==> src/rtl/lrt_pkg.sv <==
package lrt_pkg;

  localparam int MODE_W = 5;

  localparam logic [MODE_W-1:0] MODE_HOLD_LOW  = 5'b00110;
  localparam logic [MODE_W-1:0] MODE_HOLD_HIGH = 5'b00111;

  typedef enum logic [1:0] {
    POL_NONE = 2'd0,
    POL_LOW  = 2'd1,
    POL_HIGH = 2'd2
  } hold_pol_e;

  function automatic hold_pol_e decode_pol(logic [MODE_W-1:0] m);
    hold_pol_e p;
    case (m)
      MODE_HOLD_LOW:  p = POL_LOW;
      MODE_HOLD_HIGH: p = POL_HIGH;
      default:        p = POL_NONE;
    endcase
    return p;
  endfunction

endpackage

==> src/rtl/lrt_sync.sv <==
module lrt_sync #(
  parameter int STAGES = 2
) (
  input  logic clk,
  input  logic rst_n,
  input  logic din,
  output logic dout
);

  logic [STAGES-1:0] stg_q;
  logic [STAGES-1:0] stg_d;

  generate
    if (STAGES == 1) begin : g_single
      always_comb stg_d = din;
    end else begin : g_chain
      always_comb stg_d = {stg_q[STAGES-2:0], din};
    end
  endgenerate

  always_ff @(posedge clk or negedge rst_n) begin
    if (!rst_n) stg_q <= '0;
    else        stg_q <= stg_d;
  end

  assign dout = stg_q[STAGES-1];

endmodule

==> src/rtl/lrt_hold_dec.sv <==
module lrt_hold_dec
  import lrt_pkg::*;
(
  input  logic              en,
  input  logic [MODE_W-1:0] mode,
  input  logic              ext_sync,
  output logic              hold
);

  hold_pol_e pol;

  always_comb begin
    pol  = decode_pol(mode);
    hold = 1'b0;
    if (en) begin
      case (pol)
        POL_LOW:  hold = ~ext_sync;
        POL_HIGH: hold = ext_sync;
        default:  hold = 1'b0;
      endcase
    end
  end

endmodule

==> src/rtl/lrt_counter.sv <==
module lrt_counter #(
  parameter int CNT_W = 8
) (
  input  logic             clk,
  input  logic             rst_n,
  input  logic             en,
  input  logic             hold,
  input  logic [CNT_W-1:0] period,
  output logic [CNT_W-1:0] count,
  output logic             wrap
);

  localparam logic [CNT_W-1:0] ONE = CNT_W'(1);

  logic [CNT_W-1:0] cnt_q;
  logic [CNT_W-1:0] cnt_d;
  logic             cnt_ce;
  logic             at_limit;

  always_comb begin
    at_limit = (cnt_q == period);
    cnt_ce   = en;
    wrap     = en & ~hold & at_limit;
    if (hold || at_limit) cnt_d = '0;
    else                  cnt_d = cnt_q + ONE;
  end

  always_ff @(posedge clk or negedge rst_n) begin
    if (!rst_n)      cnt_q <= '0;
    else if (cnt_ce) cnt_q <= cnt_d;
  end

  assign count = cnt_q;

endmodule

==> src/rtl/lrt_pwm.sv <==
module lrt_pwm #(
  parameter int CNT_W = 8
) (
  input  logic             clk,
  input  logic             rst_n,
  input  logic             en,
  input  logic             hold,
  input  logic [CNT_W-1:0] count,
  input  logic [CNT_W-1:0] duty,
  output logic             pwm
);

  logic below;
  logic held_q;
  logic held_d;

  always_comb begin
    below = (count < duty);
    if (!en)       held_d = 1'b0;
    else if (hold) held_d = held_q;
    else           held_d = below;
    pwm = en & (hold ? held_q : below);
  end

  always_ff @(posedge clk or negedge rst_n) begin
    if (!rst_n) held_q <= 1'b0;
    else        held_q <= held_d;
  end

endmodule

==> src/rtl/lvl_limit_timer.sv <==
module lvl_limit_timer
  import lrt_pkg::*;
#(
  parameter int CNT_W       = 8,
  parameter int SYNC_STAGES = 2
) (
  input  logic              clk,
  input  logic              rst_n,
  input  logic              en,
  input  logic [MODE_W-1:0] mode,
  input  logic              ext_rst,
  input  logic [CNT_W-1:0]  period,
  input  logic [CNT_W-1:0]  duty,
  output logic [CNT_W-1:0]  count,
  output logic              period_hit,
  output logic              pwm
);

  logic ext_sync;
  logic hold;

  lrt_sync #(.STAGES(SYNC_STAGES)) u_sync (
    .clk  (clk),
    .rst_n(rst_n),
    .din  (ext_rst),
    .dout (ext_sync)
  );

  lrt_hold_dec u_dec (
    .en      (en),
    .mode    (mode),
    .ext_sync(ext_sync),
    .hold    (hold)
  );

  lrt_counter #(.CNT_W(CNT_W)) u_cnt (
    .clk   (clk),
    .rst_n (rst_n),
    .en    (en),
    .hold  (hold),
    .period(period),
    .count (count),
    .wrap  (period_hit)
  );

  lrt_pwm #(.CNT_W(CNT_W)) u_pwm (
    .clk  (clk),
    .rst_n(rst_n),
    .en   (en),
    .hold (hold),
    .count(count),
    .duty (duty),
    .pwm  (pwm)
  );

endmodule

==> config.mk <==
export PLATFORM = sky130hd
export DESIGN_NAME = lvl_limit_timer
export DESIGN_NICKNAME = d
export VERILOG_FILES = /design/src/rtl/lrt_pkg.sv /design/src/rtl/lrt_sync.sv /design/src/rtl/lrt_hold_dec.sv /design/src/rtl/lrt_counter.sv /design/src/rtl/lrt_pwm.sv /design/src/rtl/lvl_limit_timer.sv
export SDC_FILE = /design/constraint.sdc
export NUM_CORES = 1
export LEC_CHECK = 0
export BUFFER_PORTS_ARGS = -buffer_cell sky130_fd_sc_hd__buf_2
export CORE_MARGIN = 2
export CORE_UTILIZATION = 38
export CTS_CLUSTER_DIAMETER = 60
export DETAILED_ROUTE_END_ITERATION = 10
export PLACE_DENSITY = 0.74
export SETUP_SLACK_MARGIN = 0.1
export SKIP_CTS_REPAIR_TIMING = 1
export SLEW_MARGIN = 20
export SYNTH_ARGS = -nofsm -noshare
export SYNTH_HDL_FRONTEND = slang
export SYNTH_HIERARCHICAL = 1
export SYNTH_SLANG_ARGS = --single-unit
export TNS_END_PERCENT = 5
==> constraint.sdc <==
create_clock -name clk -period 1.5 [get_ports clk]
set_input_delay 0.075 -clock clk [delete_from_list [all_inputs] [get_ports clk]]
set_output_delay 0.075 -clock clk [all_outputs]
set_load 0.03 [all_outputs]
==> metrics.txt, run 1 <==
run status=complete, but fails checks; failing checks=setup timing; remaining max-slew budget at the tightest pin=80.6%; static leakage=0.624 nW; critical path's slowest cell=dfrtp_2; share of the core filled with cells in the final layout=66.6%; cell-internal power=1.11 mW; die span in y=50.8 um; Seq pwr share=23.5%; Worst EP required=1420 ps; TritonCTS clock tree=built; Clock power frac=10.2%; diodes inserted=0; most common cell after layout, fill and taps aside=buf_2; mean post-synth cell area=9.79 um^2; synthesis warning total=6; pre-CTS setup slack=-93.2 ps; Tmin final=1770 ps; number of vias per cell after detailed routing=5.07; WP data arrival=1700 ps; final clock period utilization by the worst path=118%; share of the synthesized area in the top cell type=33.1%; Die Footprint=0.00258 mm^2; site row count=16; leftover overflow at the end of global routing=0; count of buffers from port buffering=34; total power consumption of the routed design=1.94 mW; CP delay by family, top=compound AO/OA/AOI/OAI gates; final hold violations=0; vias in the first global route=752; sort of element at the end of the critical path=output port; Sw Pwr=836 uW; prevailing post-synth register cell=dfrtp_1; async set-reset flop share out of synthesis=100%; critical path cell sequence=nand2b_1 -> a2111oi_4 -> o31ai_2 -> a31oi_2 -> buf_6; initial antenna violation count=0; Slew Viols, Final=0; routability-driven placement congestion ratio=0.754; half-perimeter wire length of the detailed placement result=1660 um; Cell variety after synth=30; Yosys reg bits=11; setup total negative slack=-605 ps; area delta synth->final=62.0%; number of flops mapped to enable cells by yosys=0; Max Fanout on Critical Path=3; top library cells by usage in the layout, fill and taps aside=buf_2 (32), buf_4 (11), inv_1 (10); Worst IR Drop VDD=0.000685 V; DRT Pass-1 Iters=4; worst path setup slack after routing=-275 ps; Clk Latency, worst-skew pair=260 ps; Iteration-0 DRC Markers=14; number of I/O pins=35; Tightest Pin Transition=290 ps; final-stage net count=170; cell area after layout=0.00135 mm^2; Clock Tree Root=clkbuf_4; via total after detailed routing=827; classification of the worst setup path=register to output port; Syn Std Cell Area=832 um^2; clock tree sinks=11; non-filler cells, final=163; worst hold slack after final layout=189 ps; combinational fraction of design power=66.3%; total cell area at the placement stage=0.00116 mm^2; number of DRC violations after detailed routing=0; setup slack of the worst register-to-register path=-40 ps; detailed-route wire length per cell=12.9 um; fillcell total=164; sequential element share of the synthesized area=33.1%; most area-hungry cell type in the Yosys netlist=dfrtp_1; clock transition at the registers of the reported paths=70 ps; nets in the synthesized netlist=118; routed wire length=2100 um; unrepaired setup endpoints after global routing=true; class of the tightest hold or removal check=primary input to register; power per unit of standard cell area=1440 mW/mm^2; startpoint class of the critical path=register; synthesized netlist cell count=85; layout cell share with drive strength beyond 1=54.4%; wire length of the first global-routing pass=3210 um; Die X=50.8 um; initial core utilization=41.2%; max-cap viol count=0; final setup violating endpoints=9; worst path buffer plus inverter count=1; Sw Share=43.0%; number of clock buffers inserted by TritonCTS=3; count of nets left with antenna violations after detail routing=0; Highest Clock Rate=0.563 GHz; overall global routing resource usage=16.5%; Worst path max stage delay=410 ps; Core Region=0.00202 mm^2; cell total after placement=156; largest net degree at the start of global routing=14; top post-synthesis cells by area=dfrtp_1 (33%), ha_1 (12%), xnor2_1 (12%), inv_1 (4.5%), a21oi_1 (3.6%); deepest level of the CTS H-tree=1; clock tree buffer depth=2; worst clock skew=2.54 ps
[worst min-delay path, cell delays in order]
cell,delay (ps)
buf_2,90
buf_4,180
a21oi_1,80
[per-layer routing]
| metal | part of all wire, % | wire [um] | vias up | track usage (%) |
|---|---|---|---|---|
| met5 | 0 | 0 | - | 0 |
| met4 | 0.24 | 5 | 0 | 5.41 |
| met3 | 8.7 | 183 | 2 | 2.68 |
| met2 | 47 | 984 | 48 | 28.1 |
| met1 | 44 | 928 | 374 | 21.3 |
| li1 | - | - | 403 | - |
[flip-flops by register name, summed over array words and instances, names as in the netlist]
register      flops
u_cnt/count       8
u_pwm/held_q      1
u_sync/stg_q      2
[synth_stat cells (all sizes together) (2+ instances only)]
cell / number
nand4: 4
xor2: 2
ha: 8
nand2: 5
nand2b: 3
xnor2: 12
nand3: 3
a21oi: 6
o21ai: 3
nor2: 3
buf: 2
inv: 10
dfrtp: 11
[cell type report]
| type | instances | area [um^2] | share of cell area (%) |
|---|---|---|---|
| clock buffer | 4 | 26.3 | 1.95 |
| multi-input combinational | 62 | 658 | 48.8 |
| inverter | 10 | 37.5 | 2.79 |
| tap | 27 | 33.8 | 2.51 |
| sequential | 11 | 284 | 21.1 |
| timing repair buffer | 49 | 308 | 22.8 |
[cells by family after synthesis]
family | after synthesis | share of synthesized area, %
compound gates | 17 | 15.8
buf+inv | 12 | 6.47
flops | 11 | 33.1
simple gates | 23 | 17.0
fa+ha+maj | 8 | 12.0
xor+xnor | 14 | 15.6
[power by group through the flow]
stage / clock, mW / combinational, mW / sequential [mW]
final: 0.198 / 1.29 / 0.457
after global routing: 0.229 / 1.39 / 0.471
after CTS: 0.209 / 1.05 / 0.458
after detailed placement: 0 / 1.04 / 0.463
after global placement: 0 / 1.01 / 0.455
after floorplan: 0 / 0.477 / 0.666
[final timing paths]
kind,startpoint,end,cells after the start
worst max-delay path,u_cnt/count[0],pwm,5
worst min-delay path,en,u_cnt/count[5],3
worst max register to register,u_cnt/count[4],u_cnt/count[2],5
worst min register to register,u_sync/stg_q[0],u_sync/stg_q[1],0
max in group asynchronous,rst_n,u_cnt/count[1],2
min in group asynchronous,rst_n,u_pwm/held_q,2
(Power assumes the default switching activity.)
==> run 2, diff against run 1 <==
--- a/config.mk
+++ b/config.mk
@@ -6,9 +6,9 @@
 export NUM_CORES = 1
 export LEC_CHECK = 0
 export BUFFER_PORTS_ARGS = -buffer_cell sky130_fd_sc_hd__buf_2
-export CORE_MARGIN = 2
 export CORE_UTILIZATION = 38
 export CTS_CLUSTER_DIAMETER = 60
+export CTS_CLUSTER_SIZE = 25
 export DETAILED_ROUTE_END_ITERATION = 10
 export PLACE_DENSITY = 0.74
 export SETUP_SLACK_MARGIN = 0.1
==> constraint.sdc (replaced) <==
create_clock -name clk -period 1.5 [get_ports clk]
set_input_delay 0.15 -clock clk [delete_from_list [all_inputs] [get_ports clk]]
set_output_delay 0.15 -clock clk [all_outputs]
set_load 0.03 [all_outputs]
==> run 2 against run 1 <==
  * The run still ends with setup timing left
  * Clock skew hardly changed
  * Sequential power down 2%
  * Clock power rose by 8%
  * Global-route usage grew 3.4 points
  * Non-clock buffer count up 3
==> metrics.txt, run 2 (same netlist as run 1, synthesis figures left out) <==
run status=complete, but fails checks; failing checks=setup timing; startpoint class of the critical path=register; Max Fanout on Critical Path=2; number of DRC violations after detailed routing=0; flip-flop count of the largest register after layout=8; area delta synth->final=55.0%; Die X=48.8 um; wire length of the first global-routing pass=3570 um; cell area after layout=0.00129 mm^2; Worst EP required=1350 ps; DRT Pass-1 Iters=4; most common cell after layout, fill and taps aside=buf_2; deepest level of the CTS H-tree=1; Tightest Pin Transition=263 ps; Clk Latency, worst-skew pair=280 ps; number of vias per cell after detailed routing=4.96; routability-driven placement congestion ratio=0.749; class of the tightest hold or removal check=primary input to register; remaining max-slew budget at the tightest pin=82.2%; top library cells by usage in the layout, fill and taps aside=buf_2 (32), buf_4 (15), inv_1 (10); Tmin final=1850 ps; power per unit of standard cell area=1420 mW/mm^2; WP data arrival=1700 ps; Worst IR Drop VDD=0.000882 V; critical path's slowest cell=dfrtp_2; final hold violations=0; worst path buffer plus inverter count=1; half-perimeter wire length of the detailed placement result=1740 um; routed wire length=2200 um; overall global routing resource usage=19.9%; area taken by flip-flops and latches=284 um^2; Core Region=0.00200 mm^2; critical path cell sequence=ha_1 -> o21a_1 -> nor2_1 -> o31ai_2 -> a31oi_2 -> buf_6; Clock Tree Root=clkbuf_4; max-cap viol count=0; Die Footprint=0.00238 mm^2; CP delay by family, top=compound AO/OA/AOI/OAI gates; setup total negative slack=-917 ps; classification of the worst setup path=register to output port; pre-CTS setup slack=-174 ps; static leakage=0.617 nW; fillcell total=172; area taken by multi-input logic gates=582 um^2; share of the core filled with cells in the final layout=64.4%; site row count=16; Highest Clock Rate=0.540 GHz; final-stage net count=173; clock transition at the registers of the reported paths=70 ps; worst clock skew=2.89 ps; cell depth of the worst setup path=6; via total after detailed routing=823; initial antenna violation count=0; largest net degree at the start of global routing=14; worst path setup slack after routing=-351 ps; leftover overflow at the end of global routing=0; final setup violating endpoints=10; number of clock buffers inserted by TritonCTS=3; clock tree sinks=11; sort of element at the end of the critical path=output port; count of nets left with antenna violations after detail routing=0; die span in y=48.8 um; Worst path max stage delay=400 ps; Iteration-0 DRC Markers=5; vias in the first global route=808; Slew Viols, Final=0; count of buffers from port buffering=34; Worst Hold Path Cells=3; number of I/O pins=35; final clock period utilization by the worst path=123%; total cell area at the placement stage=0.00119 mm^2; non-filler cells, final=166; Worst R2R Path Depth=6; cell total after placement=159; TritonCTS clock tree=built; layout cell share with drive strength beyond 1=53.2%; clock tree buffer depth=2; detailed-route wire length per cell=13.2 um; diodes inserted=0; initial core utilization=41.6%; unrepaired setup endpoints after global routing=true
## run 2: worst paths after layout
check                           startpoint               to  slack [ps]
min in group asynchronous            rst_n     u_pwm/held_q         270
hold / removal                          en   u_cnt/count[7]         240
hold reg to reg            u_sync/stg_q[0]  u_sync/stg_q[1]         390
setup / recovery            u_cnt/count[2]              pwm        -350
setup reg to reg            u_cnt/count[3]   u_cnt/count[2]         -60
max in group asynchronous            rst_n   u_cnt/count[5]        1000
## run 2: through the flow
stage               hold WS [ps]  power (mW)
floorplan                   -146        1.14
global placement            33.8        1.48
detailed placement          35.3        1.53
CTS                         -271        1.75
global route                 243        1.95
finish                       239        1.83
## run 2: routing by layer
metal	routed length (um)	share of wire (%)	vias up	GRT usage, %
met1	932	42	384	24.0
li1	-	-	405	-
met5	0	0	-	0
met3	79	3.6	5	2.80
met2	1150	52	29	35.0
met4	36	1.6	0	8.82
## run 2: where the power goes
part | total, mW | switching (mW) | internal [mW] | leakage, nW
sequential | 0.450 | 0.0588 | 0.391 | 0.127
combinational | 1.17 | 0.625 | 0.540 | 0.475
clock | 0.214 | 0.111 | 0.103 | 0.0150
## run 2: worst reg2reg max path, delay by kind of cell (launching register included)
family          cells  cell delay, ps
simple gates        1             190
buf+inv             2             330
flops               1             400
xor+xnor            1             170
compound gates      2             340
## run 2: cell type report
cell class	instances	area share, %
tap	27	2.62
inverter	10	2.91
clock buffer	4	2.04
multi-input combinational	62	45.1
timing repair buffer	52	25.3
sequential	11	22.0
==> run 3, diff against run 2 <==
--- a/config.mk
+++ b/config.mk
@@ -6,11 +6,11 @@
 export NUM_CORES = 1
 export LEC_CHECK = 0
 export BUFFER_PORTS_ARGS = -buffer_cell sky130_fd_sc_hd__buf_2
-export CORE_UTILIZATION = 38
+export CORE_UTILIZATION = 40
 export CTS_CLUSTER_DIAMETER = 60
 export CTS_CLUSTER_SIZE = 25
 export DETAILED_ROUTE_END_ITERATION = 10
-export PLACE_DENSITY = 0.74
+export PLACE_DENSITY = 0.77
 export SETUP_SLACK_MARGIN = 0.1
 export SKIP_CTS_REPAIR_TIMING = 1
 export SLEW_MARGIN = 20
==> run 3 against run 2 <==
  * The run still ends with setup timing left
  * Final cell count fell by 3.0%
  * Register-to-register slack got worse by 50 ps
  * First-iteration DRC count rose to 4.0 times the previous value
  * Setup slack got worse by 27 ps
  * Final area fell by 2.1%
  * Sequential share of layout area rose by 0.48 points
  * Global-route usage rose by 0.12 points
  * Fmax fell by 1.4%
  * Non-clock buffer count fell by 5
  * Sequential power rose by 0.9%
  * Wire length fell by 2.1%
  * Via count fell by 1.8%
  * Critical path type unchanged
  * Largest cell class unchanged
==> metrics.txt, run 3 (same netlist as run 1, synthesis figures left out) <==
run status=complete, but fails checks; failing checks=setup timing; Die X=47.6 um; critical path's slowest cell=dfrtp_2; critical path cell sequence=ha_4 -> a2111oi_4 -> o31ai_4 -> a31oi_2 -> buf_6; pre-CTS setup slack=-183 ps; Tightest Pin Transition=339 ps; top library cells by usage in the layout, fill and taps aside=buf_2 (32), buf_4 (12), inv_1 (10); worst hold slack after final layout=258 ps; deepest level of the CTS H-tree=1; via total after detailed routing=808; classification of the worst setup path=register to output port; area delta synth->final=51.7%; number of DRC violations after detailed routing=0; max-cap viol count=0; critical path launch point=u_cnt/count[1]; share of the core filled with cells in the final layout=64.3%; end of the critical path=pwm; worst clock skew=3.92 ps; launch point of the worst reg-to-reg path=u_cnt/count[1]; site row count=16; setup slack of the worst register-to-register path=-110 ps; TritonCTS clock tree=built; largest net degree at the start of global routing=14; startpoint class of the critical path=register; routed wire length=2150 um; setup total negative slack=-1240 ps; Slew Viols, Final=0; Worst IR Drop VDD=0.000621 V; final setup violating endpoints=10; count of buffers from port buffering=34; remaining max-slew budget at the tightest pin=77.4%; vias in the first global route=780; worst path buffer plus inverter count=1; die span in y=47.6 um; Clock Tree Root=clkbuf_4; WP data arrival=1730 ps; diodes inserted=0; leftover overflow at the end of global routing=0; clock tree sinks=11; flip-flop count of the largest register after layout=8; number of clock buffers inserted by TritonCTS=3; final clock period utilization by the worst path=125%; Die Footprint=0.00227 mm^2; final hold violations=0; count of nets left with antenna violations after detail routing=0; routability-driven placement congestion ratio=0.763; layout cell share with drive strength beyond 1=53.0%; DRT Pass-1 Iters=4; overall global routing resource usage=20.0%; clock transition at the registers of the reported paths=70 ps; Worst path max stage delay=440 ps; initial core utilization=42.4%; Highest Clock Rate=0.533 GHz; Worst EP required=1350 ps; Worst R2R Path Depth=6; fillcell total=188; initial antenna violation count=0; CP delay by family, top=compound AO/OA/AOI/OAI gates; Core Region=0.00196 mm^2; number of vias per cell after detailed routing=5.02; number of I/O pins=35; Iteration-0 DRC Markers=20; worst r2r dst=u_cnt/count[2]; clock tree buffer depth=2; most common cell after layout, fill and taps aside=buf_2; detailed-route wire length per cell=13.4 um; final-stage net count=168; cell depth of the worst setup path=5; sort of element at the end of the critical path=output port; worst path setup slack after routing=-377 ps; Clk Latency, worst-skew pair=270 ps; Tmin final=1880 ps; half-perimeter wire length of the detailed placement result=1670 um; class of the tightest hold or removal check=primary input to register; Max Fanout on Critical Path=3; power per unit of standard cell area=1440 mW/mm^2; unrepaired setup endpoints after global routing=true; wire length of the first global-routing pass=3030 um; static leakage=0.592 nW
-- run 3: cell types whose count changed in the layout (fill, tap and decap cells not counted) --
cell,delta
a21oi_1,-1
a21oi_2,+1
buf_4,-3
buf_6,-2
nand3_1,-1
nand3_2,+1
o31ai_2,-1
o31ai_4,+1
-- run 3: worst min path at each step --
| stage | start | to | slack [ps] | cells after the start |
|---|---|---|---|---|
| 4_1_cts | rst_n | u_sync/stg_q[0] | -260 | 1 |
| 6_report | en | u_cnt/count[6] | 260 | 3 |
| 3_5_place_dp | rst_n | u_cnt/count[7] | 40 | 1 |
| 2_1_floorplan | rst_n | u_cnt/count[0] | -150 | 0 |
| 5_1_grt | en | u_cnt/count[6] | 270 | 3 |
| 3_3_place_gp | rst_n | u_cnt/count[7] | 30 | 1 |
-- run 3: layout make-up --
cell class              count  area, um^2  area share [%]
multi-input cells          62         599            47.5
flip-flops and latches     11         284            22.5
repair buffers             47         282            22.3
inverters                  10        37.5            2.97
well taps                  27        33.8            2.68
clock buffers               4        26.3            2.08
-- run 3: stage by stage --
stage               total power, mW  instance area (um^2)  instances
floorplan                      1.14                   887         85
global placement               1.44                  1150        154
detailed placement             1.49                  1150        154
CTS                            1.70                  1180        158
global route                   1.94                  1260        161
finish                         1.82                  1260        161
-- run 3: worst register-to-register path, delay by kind of cell (launching register included) --
| family | cells | cell delay, ps |
|---|---|---|
| and+or+nand+nor | 1 | 170 |
| AOI/OAI and AO/OA | 2 | 370 |
| xor gates and xnor gates | 1 | 160 |
| buffers and inverters | 2 | 340 |
| DFF | 1 | 440 |
-- run 3: where the power goes --
part / internal, mW / switching (mW)
sequential: 0.391 / 0.0629
clock: 0.103 / 0.0986
combinational: 0.522 / 0.645
-- run 3: metal layers --
metal,track usage [%],up-vias,wire length (um)
met2,39.5,37,1170
met3,2.64,2,156
met1,20.8,375,811
met4,8.89,0,11
li1,-,394,-
met5,0,-,0
